<file path="src/rtl/rns_sub_pkg.sv">
package rns_sub_pkg;
  // Default residue width: moduli are 2^N-1 and 2^N.
  localparam int unsigned RNS_DEF_N = 8;

  // Lane selector, kept for documentation of lane identity.
  typedef enum logic {LANE_ONES = 1'b0, LANE_POW = 1'b1} rns_lane_e;
endpackage

</file>
<file path="src/rtl/rns_ripple_add.sv">
// W-bit ripple adder with carry in; sum carries the final carry in bit W.
module rns_ripple_add #(
  parameter int unsigned W = 8
) (
  input  logic [W-1:0] a,
  input  logic [W-1:0] b,
  input  logic         cin,
  output logic [W:0]   sum
);
  logic [W:0] c;
  assign c[0] = cin;

  for (genvar i = 0; i < W; i++) begin : g_bit
    assign sum[i]  = a[i] ^ b[i] ^ c[i];
    assign c[i+1]  = (a[i] & b[i]) | (a[i] & c[i]) | (b[i] & c[i]);
  end

  assign sum[W] = c[W];
endmodule

</file>
<file path="src/rtl/rns_wrap_add.sv">
// W-bit modulo-2^W adder: the top bit is a half sum, so no carry leaves it.
module rns_wrap_add #(
  parameter int unsigned W = 8
) (
  input  logic [W-1:0] a,
  input  logic [W-1:0] b,
  input  logic         cin,
  output logic [W-1:0] sum
);
  logic [W-1:0] low;

  generate
    if (W == 1) begin : g_single
      assign low[0] = cin;
      assign sum[0] = a[0] ^ b[0] ^ low[0];
    end else begin : g_multi
      rns_ripple_add #(.W(W-1)) u_low (
        .a   (a[W-2:0]),
        .b   (b[W-2:0]),
        .cin (cin),
        .sum (low)
      );
      assign sum[W-2:0] = low[W-2:0];
      assign sum[W-1]   = a[W-1] ^ b[W-1] ^ low[W-1];
    end
  endgenerate
endmodule

</file>
<file path="src/rtl/rns_pow_lane.sv">
// Modulo-2^N lane: x + ~y + 1 with the top carry discarded.
module rns_pow_lane #(
  parameter int unsigned N = 8
) (
  input  logic [N-1:0] x,
  input  logic [N-1:0] y,
  output logic [N-1:0] d
);
  logic [N-1:0] y_inv;

  for (genvar i = 0; i < N; i++) begin : g_inv
    assign y_inv[i] = y[i] ^ 1'b1;
  end

  rns_wrap_add #(.W(N)) u_add (
    .a   (x),
    .b   (y_inv),
    .cin (1'b1),
    .sum (d)
  );
endmodule

</file>
<file path="src/rtl/rns_ones_lane.sv">
// Modulo-(2^N-1) lane: one's complement add of ~y with end-around carry.
module rns_ones_lane #(
  parameter int unsigned N = 8
) (
  input  logic [N-1:0] x,
  input  logic [N-1:0] y,
  output logic [N-1:0] d
);
  localparam logic [N-1:0] ALL1 = {N{1'b1}};
  localparam logic [N-1:0] ZERO = '0;

  logic [N-1:0] x_n, y_n, y_inv, folded;
  logic [N:0]   first;

  // all-ones is the second code of zero; fold operands first
  assign x_n   = (x == ALL1) ? ZERO : x;
  assign y_n   = (y == ALL1) ? ZERO : y;
  assign y_inv = ~y_n;

  rns_ripple_add #(.W(N)) u_first (
    .a   (x_n),
    .b   (y_inv),
    .cin (1'b0),
    .sum (first)
  );

  // end-around carry; bounded operands keep this stage from carrying out
  rns_wrap_add #(.W(N)) u_wrap (
    .a   (first[N-1:0]),
    .b   (ZERO),
    .cin (first[N]),
    .sum (folded)
  );

  assign d = (folded == ALL1) ? ZERO : folded;
endmodule

</file>
<file path="src/rtl/rns_pair_sub.sv">
module rns_pair_sub #(
  parameter int unsigned N = rns_sub_pkg::RNS_DEF_N
) (
  input  logic [N-1:0] x_ones,
  input  logic [N-1:0] x_pow,
  input  logic [N-1:0] y_ones,
  input  logic [N-1:0] y_pow,
  output logic [N-1:0] diff_ones,
  output logic [N-1:0] diff_pow
);
  rns_ones_lane #(.N(N)) u_ones (
    .x (x_ones),
    .y (y_ones),
    .d (diff_ones)
  );

  rns_pow_lane #(.N(N)) u_pow (
    .x (x_pow),
    .y (y_pow),
    .d (diff_pow)
  );
endmodule

</file>
<file path="config.mk">
export PLATFORM = sky130hd
export DESIGN_NAME = rns_pair_sub
export DESIGN_NICKNAME = d
export VERILOG_FILES = /design/src/rtl/rns_sub_pkg.sv /design/src/rtl/rns_ripple_add.sv /design/src/rtl/rns_wrap_add.sv /design/src/rtl/rns_pow_lane.sv /design/src/rtl/rns_ones_lane.sv /design/src/rtl/rns_pair_sub.sv
export SDC_FILE = /design/constraint.sdc
export NUM_CORES = 1
export LEC_CHECK = 0
export BUFFER_PORTS_ARGS = -buffer_cell sky130_fd_sc_hd__clkbuf_2
export CAP_MARGIN = 20
export CORE_MARGIN = 10
export CORE_UTILIZATION = 25
export DETAILED_ROUTE_END_ITERATION = 8
export GPL_TIMING_DRIVEN = 0
export PLACE_DENSITY_LB_ADDON = 0.05
export SLEW_MARGIN = 20
export SYNTH_ARGS = -nofsm -noshare
export SYNTH_HDL_FRONTEND = slang
export SYNTH_SLANG_ARGS = --single-unit
</file>
<file path="constraint.sdc">
create_clock -name vclk -period 7.73
set_clock_uncertainty 0.1 [all_clocks]
set_input_delay 1.1595 -clock vclk [all_inputs]
set_output_delay 1.1595 -clock vclk [all_outputs]
set_load 0.01 [all_outputs]
</file>
### Word level (Yosys, flattened, before mapping)

Cells that the tools add are included.

* $add $sub $neg: 0
* multipliers: 0
* divide/modulo/power cells: 0
* $lt $le $gt $ge: 0
* equal/unequal tests: 3
* shift operators: 0
* muxes and demuxes: 3
* bitwise gates (word level): 124
* reductions and logical operators: 0

Operators by type and width (number)
* bitwise AND 1 bit: 48
* bitwise XOR 1 bit: 38
* OR 1 bit: 28
* equality test 8 bit, second input constant: 3
* two-way mux 8 bit: 3
* NOT 1 bit: 9
* NOT 8 bit: 1

* bits in registers: 0
* latch bits: 0
* bits in writable memories: 0
* memory bits (read-only): 0
* input bits: 32
* output and inout bits: 16
* logic and storage cells: 130
* memories kept: 0

### Depth between registers and ports, before layout

Gate-level depths: netlist of the first run.

* depth after elaboration: 35
* mapped depth: 21

### Modules after synthesis

A second synthesis of the first run with hierarchy kept.

* cell total of the unflattened synthesis: 98
* area total of the unflattened synthesis: 962.2 um^2

Modules (own cells, without submodules)
* rns_ripple_add at u_ones.u_wrap.g_multi.u_low ...: instances 2, cells an instance 17, area an instance 177.7 um^2
* rns_ones_lane: instances 1, cells an instance 35, area an instance 327.8 um^2
* rns_ripple_add at u_ones.u_first: instances 1, cells an instance 18, area an instance 197.7 um^2
* rns_wrap_add: instances 2, cells an instance 1, area an instance 23.8 um^2
* rns_pow_lane: instances 1, cells an instance 9, area an instance 33.8 um^2

### Least setup slack after synthesis of the first run

No wires, ideal clock.

* path kind: input-to-output
* start: in x_ones[6]
* end: out diff_ones[0]
* data arrival time: 6.340 ns
* required time: 6.470 ns
* path slack: 0.131 ns
* stages on the path: 21
* path buffers: 2
* cells stage by stage: and4_1 -> clkbuf_1 -> a21boi_0 -> ha_1 -> fa_1 -> fa_1 -> fa_1 -> fa_1 -> fa_1 -> fa_1 -> fa_1 -> ha_1 -> ha_1 -> ha_1 -> ha_1 -> ha_1 -> ha_1 -> ha_1 -> and4_1 -> buf_2 -> a31oi_1

* longest elaborated chain between the ends: 34
* elaborated cells on any way between the ends: 70

Ends and longest elaborated chain
* start: declaration: line rns_pair_sub.sv:4 `input logic [N-1:0] x_ones,`
* equality test 8 bit: line rns_ones_lane.sv:16 `assign x_n = (x == ALL1) ? ZERO : x;`
* two-way mux 8 bit (*): line rns_ones_lane.sv:16
* bitwise AND 1 bit (2 in a row): line rns_ripple_add.sv:15 `assign c[i+1] = (a[i] & b[i]) | (a[i] & c[i]) | (b[i] & c[i]);`
* OR 1 bit (2 in a row): line rns_ripple_add.sv:15
* bitwise AND 1 bit: line rns_ripple_add.sv:15
* OR 1 bit (2 in a row): line rns_ripple_add.sv:15
* bitwise AND 1 bit: line rns_ripple_add.sv:15
* OR 1 bit (2 in a row): line rns_ripple_add.sv:15
* (+6 left out)
* bitwise AND 1 bit: line rns_ripple_add.sv:15
* OR 1 bit (2 in a row): line rns_ripple_add.sv:15
* bitwise AND 1 bit: line rns_ripple_add.sv:15
* OR 1 bit (2 in a row): line rns_ripple_add.sv:15
* bitwise AND 1 bit (7 in a row): line rns_ripple_add.sv:15
* bitwise XOR 1 bit: line rns_wrap_add.sv:24 `assign sum[W-1] = a[W-1] ^ b[W-1] ^ low[W-1];`
* equality test 8 bit: line rns_ones_lane.sv:35 `assign d = (folded == ALL1) ? ZERO : folded;`
* two-way mux 8 bit (*): line rns_ones_lane.sv:35
* end: declaration: line rns_pair_sub.sv:8 `output logic [N-1:0] diff_ones,`

Every way passes the cells marked *; elsewhere a longest branch is shown, timed or not.

### Worst setup path after layout of the first run

* start: in x_ones[3]
* end: out diff_ones[3]

The elaborated chain is that of the path after synthesis.

==> qor.yml, run 1 <==
routed_via_density: 4.52
slew_viol_final: 0
hold_ws_ns: 2.48
yosysSeqAreaShare_pct: 0
syn_avg_cell_area_um2: 8.79
grt_max_degree: 9
crit_arrival_ns: 6.20
routed_wl_um: 1910
critical_path_class: "in2out"
io_pins: 48
drtAntennaViolNets: 0
rsz0062_at_grt: "no"
filler_cell_count: 296
hold_path.startpoint: "x_pow[7]"
ctsHoldBuffers: 0
relSlewSlack_pct: 69.1
die_w_um: 73.0
crit_path_max_incr_delay_ns: 0.38
dp_slack_ns: -0.365
port_buffers: 48
grt_overflow: 0
drv_cap: 0
critPathSlowestCell: "fa_1"
layout_commonest_cell: "clkbuf_2"
drc: 0
hold_depth: 3
setup_viol: 0
grt_pass1_wl_um: 3140
die_h_um: 73.0
vias: 737
synth_cells: 80
nClkBuffers: 0
grt_pass1_vias: 780
multi_input_area_um2: 647
start_util_pct: 25.7
power.density_nw_per_um2: 92.7
clock.fmax_mhz: 134
finalWeightedCongestion: 0.744
end_kind: "primary output"
core_area_um2: 2730
area_growth_pct: 51.1
critPathMostFrequentCell: "ha_1"
hp-class: "in2out"
fin_crit_ns: 7.46
drive_gt1_share_pct: 51.5
startpoint_type: "primary input"
finalPower_w: 0.0000985
antenna_found_initial: 0
worst_slack_ns: 0.269
seq_cells: 0
yosysUniqueCellTypes: 15
irDropWorstVdd_uv: 52.4
post-route-period-util_pct: 96.5
whs_endpoint: "diff_pow[7]"
worst_ep_required_time_ns: 6.47
cp_max_fo: 8
dpl.hpwl_um: 1840
tightest_slew_ns: 0.459
n_antenna_cell: 0
synth.net_count: 134
final.setup.tns_ns: 0
drt_pass1_iterations: 3
grt_use_total_pct: 6.73
die_area_um2: 5330
finalNetCount: 188
p_leak_nw: 0.590
mostFrequentLayoutCells: "46 x clkbuf_2, 21 x inv_1, 9 x ha_1"
status: "complete, no violations"
wl_per_cell_um: 11.7
synth_area_um2: 703
path_cells: "clkbuf_2 -> and4_4 -> a21boi_0 -> ha_1 -> fa_1 -> fa_2 -> fa_2 -> fa_2 -> fa_2 -> fa_2 -> fa_2 -> ha_1 -> ha_1 -> ha_1 -> ha_1 -> ha_1 -> ha_1 -> ha_1 -> and4_4 -> a31oi_1 -> clkbuf_2"
drt_iter0_markers: 7
yosys_warnings: 0
seqCellArea_um2: 0
finalHoldViolCount: 0
rows: 19
kinds of logic (layout without fill, tap and decap cells):
group / count (synthesis) / count (layout) / share of synthesized area [%]
AO/OA/AOI/OAI: 24 / 24 / 22.1
XOR/XNOR: 3 / 3 / 4.81
adder cells (fa/ha/maj): 22 / 22 / 53.0
buffers and inverters: 25 / 77 / 13.7
AND/OR/NAND/NOR: 6 / 6 / 6.41
power by group:
part	total (W)	leakage, nW	internal, W	switching (W)
clock	0	0	0	0
sequential	0	0	0	0
combinational	0.0000985	0.590	0.0000461	0.0000524
total	0.0000985	0.590	0.0000461	0.0000524
layout make-up:
type                            instances  share of cell area (%)
Tap cell                               31                    3.65
Multi-Input combinational cell         55                    60.9
Inverter                               21                    7.42
Timing Repair Buffer                   55                    27.6
Buffer                                  1                   0.471
synth_stat cells, drive strengths merged:
cell     n  share of area (%)
inv     21                 11
fa      13                 37
a21boi   9                 10
ha       9                 16
o21ai    8                5.7
a31oi    7                6.2
and4     3                3.7
clkbuf   3                1.8
nand4    2                1.8
xnor2    2                2.5
and3     1               0.89
buf      1               0.71
xor2     1                2.3
how the worst max path moves through the flow:
| stage | slack, ns | cells after the start | to | startpoint |
|---|---|---|---|---|
| detailed placement | -0.37 | 23 | diff_ones[3] | x_ones[6] |
| finish | 0.27 | 21 | diff_ones[3] | x_ones[3] |
| CTS | 0.03 | 22 | diff_ones[3] | x_ones[6] |
| global route | 0.05 | 21 | diff_ones[5] | x_ones[7] |
| floorplan | 0.13 | 21 | diff_ones[0] | x_ones[6] |
| global placement | -0.31 | 23 | diff_ones[0] | x_ones[6] |
critical path, delay by kind of cell:
kind                       cells  cell delay, ns
adders and majority gates     15            4.07
AOI/OAI and AO/OA              2            0.29
and+or+nand+nor                2            0.44
buffers and inverters          2            0.25
routing by layer:
metal  share of wire [%]  track usage [%]  routed length, um
met1                  40             8.02                761
met2                  52             12.6                990
met3                 8.3             1.36                159
met4                   0                0                  0
met5                   0                0                  0
per-stage QoR:
step,std cells,utilization [%],area (um2)
after global routing,163,38.9,1060
after global placement,159,35.9,982
after detailed placement,159,35.9,982
after CTS,157,36.2,990
final,163,38.9,1060
after floorplan,80,-,703
what timing repair did:
action / in CTS / in global routing
pin swaps: 1 / 6
setup endpoints to repair: 8 / 8
gates resized for setup: 8 / 9
setup buffers: 0 / 7
No activity file was read; power rests on OpenSTA's default activity.
==> run 2: changes to the inputs <==
--- a/config.mk
+++ b/config.mk
@@ -12,6 +12,7 @@
 export DETAILED_ROUTE_END_ITERATION = 8
 export GPL_TIMING_DRIVEN = 0
 export PLACE_DENSITY_LB_ADDON = 0.05
+export SETUP_SLACK_MARGIN = 0.3
 export SLEW_MARGIN = 20
 export SYNTH_ARGS = -nofsm -noshare
 export SYNTH_HDL_FRONTEND = slang
==> qor.yml, run 2 (synthesized netlist as in run 1, its figures left out) <==
status: "complete, no violations"
routed_wl_um: 2250  # +18%
grt_use_total_pct: 8.42  # +1.7 points
core_area_um2: 2730  # unchanged
final.setup.tns_ns: 0  # unchanged
filler_cell_count: 259  # -13%
rows: 19  # unchanged
start_util_pct: 25.7  # unchanged
startpoint_type: "primary input"
drive_gt1_share_pct: 64.2  # +13 points
area_growth_pct: 97.0
grt_pass1_wl_um: 3860  # +23%
port_buffers: 48  # unchanged
nClkBuffers: 0  # unchanged
p_seq_share_pct: 0  # unchanged
wl_per_cell_um: 13.4  # +14%
seqCellArea_um2: 0  # unchanged
routed_via_density: 4.55  # +0.71%
end_kind: "primary output"
crit_arrival_ns: 6.01  # -0.19 ns
mostFrequentLayoutCells: "41 x clkbuf_2, 21 x inv_1, 8 x buf_6, 8 x buf_4"
ctsHoldBuffers: 0  # unchanged
p_switching_w: 0.0000749  # +43%
relSlewSlack_pct: 71.5  # +2.5 points
drtAntennaViolNets: 0  # unchanged
tightest_slew_ns: 0.427  # -0.0326 ns
dpl.cell_count: 159  # unchanged
finalNetCount: 193  # +2.7%
critical_path_class: "in2out"
worst_ep_required_time_ns: 6.47  # about the same
finalWeightedCongestion: 0.781  # +5.1%
multi_input_area_um2: 850  # +31%
die_h_um: 73.0  # unchanged
p_int_w: 0.0000747  # +62%
die_area_um2: 5330  # unchanged
crit_path_max_incr_delay_ns: 0.36  # -0.02 ns
final_cells: 168  # +3.1%
clock.fmax_mhz: 138  # +2.6%
n_antenna_cell: 0  # unchanged
hold_ws_ns: 2.49  # +0.00244 ns
post-route-period-util_pct: 94.0  # -2.5 points
utilization_pct: 50.7  # +12 points
clockPowerShare_pct: 0  # unchanged
setup_viol: 0  # unchanged
drv_cap: 0  # unchanged
dpl.hpwl_um: 1960  # +6.8%
drt_pass1_iterations: 2  # -1
antenna_found_initial: 0  # unchanged
grt_pass1_vias: 816  # +4.6%
path_cells: "clkbuf_2 -> and4_1 -> clkbuf_8 -> a21boi_2 -> ha_2 -> fa_2 -> fa_2 -> fa_2 -> fa_2 -> fa_2 -> fa_2 -> fa_2 -> ha_4 -> ha_4 -> ha_4 -> ha_4 -> ha_4 -> ha_4 -> ha_4 -> and4_1 -> buf_8 -> a31oi_4 -> buf_6"
drt_iter0_markers: 12  # +5
irDropWorstVdd_uv: 64.7  # +23%
cp_max_fo: 8  # unchanged
fin_crit_ns: 7.27  # -0.192 ns
grt_overflow: 0  # unchanged
finalPower_w: 0.000150  # +52%
power.density_nw_per_um2: 108  # +17%
vias: 765  # +3.8%
seq_cells: 0  # unchanged
rsz0062_at_grt: "no"
finalHoldViolCount: 0  # unchanged
io_pins: 48  # unchanged
hp-class: "in2out"
switching_share_pct: 50.1  # -3.1 points
power.share.combinational_pct: 100.0  # about the same
p_leak_nw: 0.646  # +9.6%
slew_viol_final: 0  # unchanged
die_w_um: 73.0  # unchanged
layout_commonest_cell: "clkbuf_2"
grt_max_degree: 9  # unchanged
critPathSlowestCell: "fa_2"
drc: 0  # unchanged
-- run 2: metrics by stage --
| step | worst slack (ns) | area [um2] |
|---|---|---|
| after floorplan | 0.322 | 825 |
| after global placement | -0.0783 | 1100 |
| after detailed placement | -0.170 | 1100 |
| after CTS | 0.212 | 1280 |
| after global routing | 0.308 | 1390 |
| final | 0.461 | 1390 |
-- run 2: final timing paths --
| kind | start | endpoint | slack [ns] | cells past startpoint |
|---|---|---|---|---|
| hold / removal | x_pow[7] | diff_pow[7] | 2.49 | 3 |
| setup / recovery | x_ones[1] | diff_ones[4] | 0.46 | 23 |
-- run 2: timing repair --
item | CTS | global route
resized for setup | 28 | 15
pin swaps | 18 | 22
buffers inserted | 3 | 6
setup endpoints to repair | 8 | 8
-- run 2: per-layer routing --
| layer | wire [um] | part of all wire, % | vias to the layer above | global-route usage (%) |
|---|---|---|---|---|
| li1 | - | - | 382 | - |
| met1 | 861 | 38 | 362 | 10.2 |
| met2 | 1220 | 54 | 21 | 15.3 |
| met3 | 173 | 7.7 | 0 | 2.18 |
| met4 | 0 | 0 | 0 | 0 |
| met5 | 0 | 0 | - | 0 |
-- run 2: power by group through the flow --
stage          Combinational [W]  Clock [W]  Sequential (W)
3_3_place_gp            0.000118          0               0
6_report                0.000150          0               0
3_5_place_dp            0.000119          0               0
5_1_grt                 0.000167          0               0
2_1_floorplan          0.0000801          0               0
4_1_cts                 0.000146          0               0
-- run 2: critical path, delay by kind of cell --
kind                     cells  cell delay (ns)
adder cells (fa/ha/maj)     15             3.79
AND/OR/NAND/NOR              2             0.37
buffers and inverters        4             0.54
AO/OA/AOI/OAI                2             0.15
-- run 2: layout make-up --
type                       instances  area share [%]
timing repair buffer              57            26.7
inverter                          21            5.69
multi-input combinational         55            61.3
buffer                             4            3.43
tap                               31            2.80
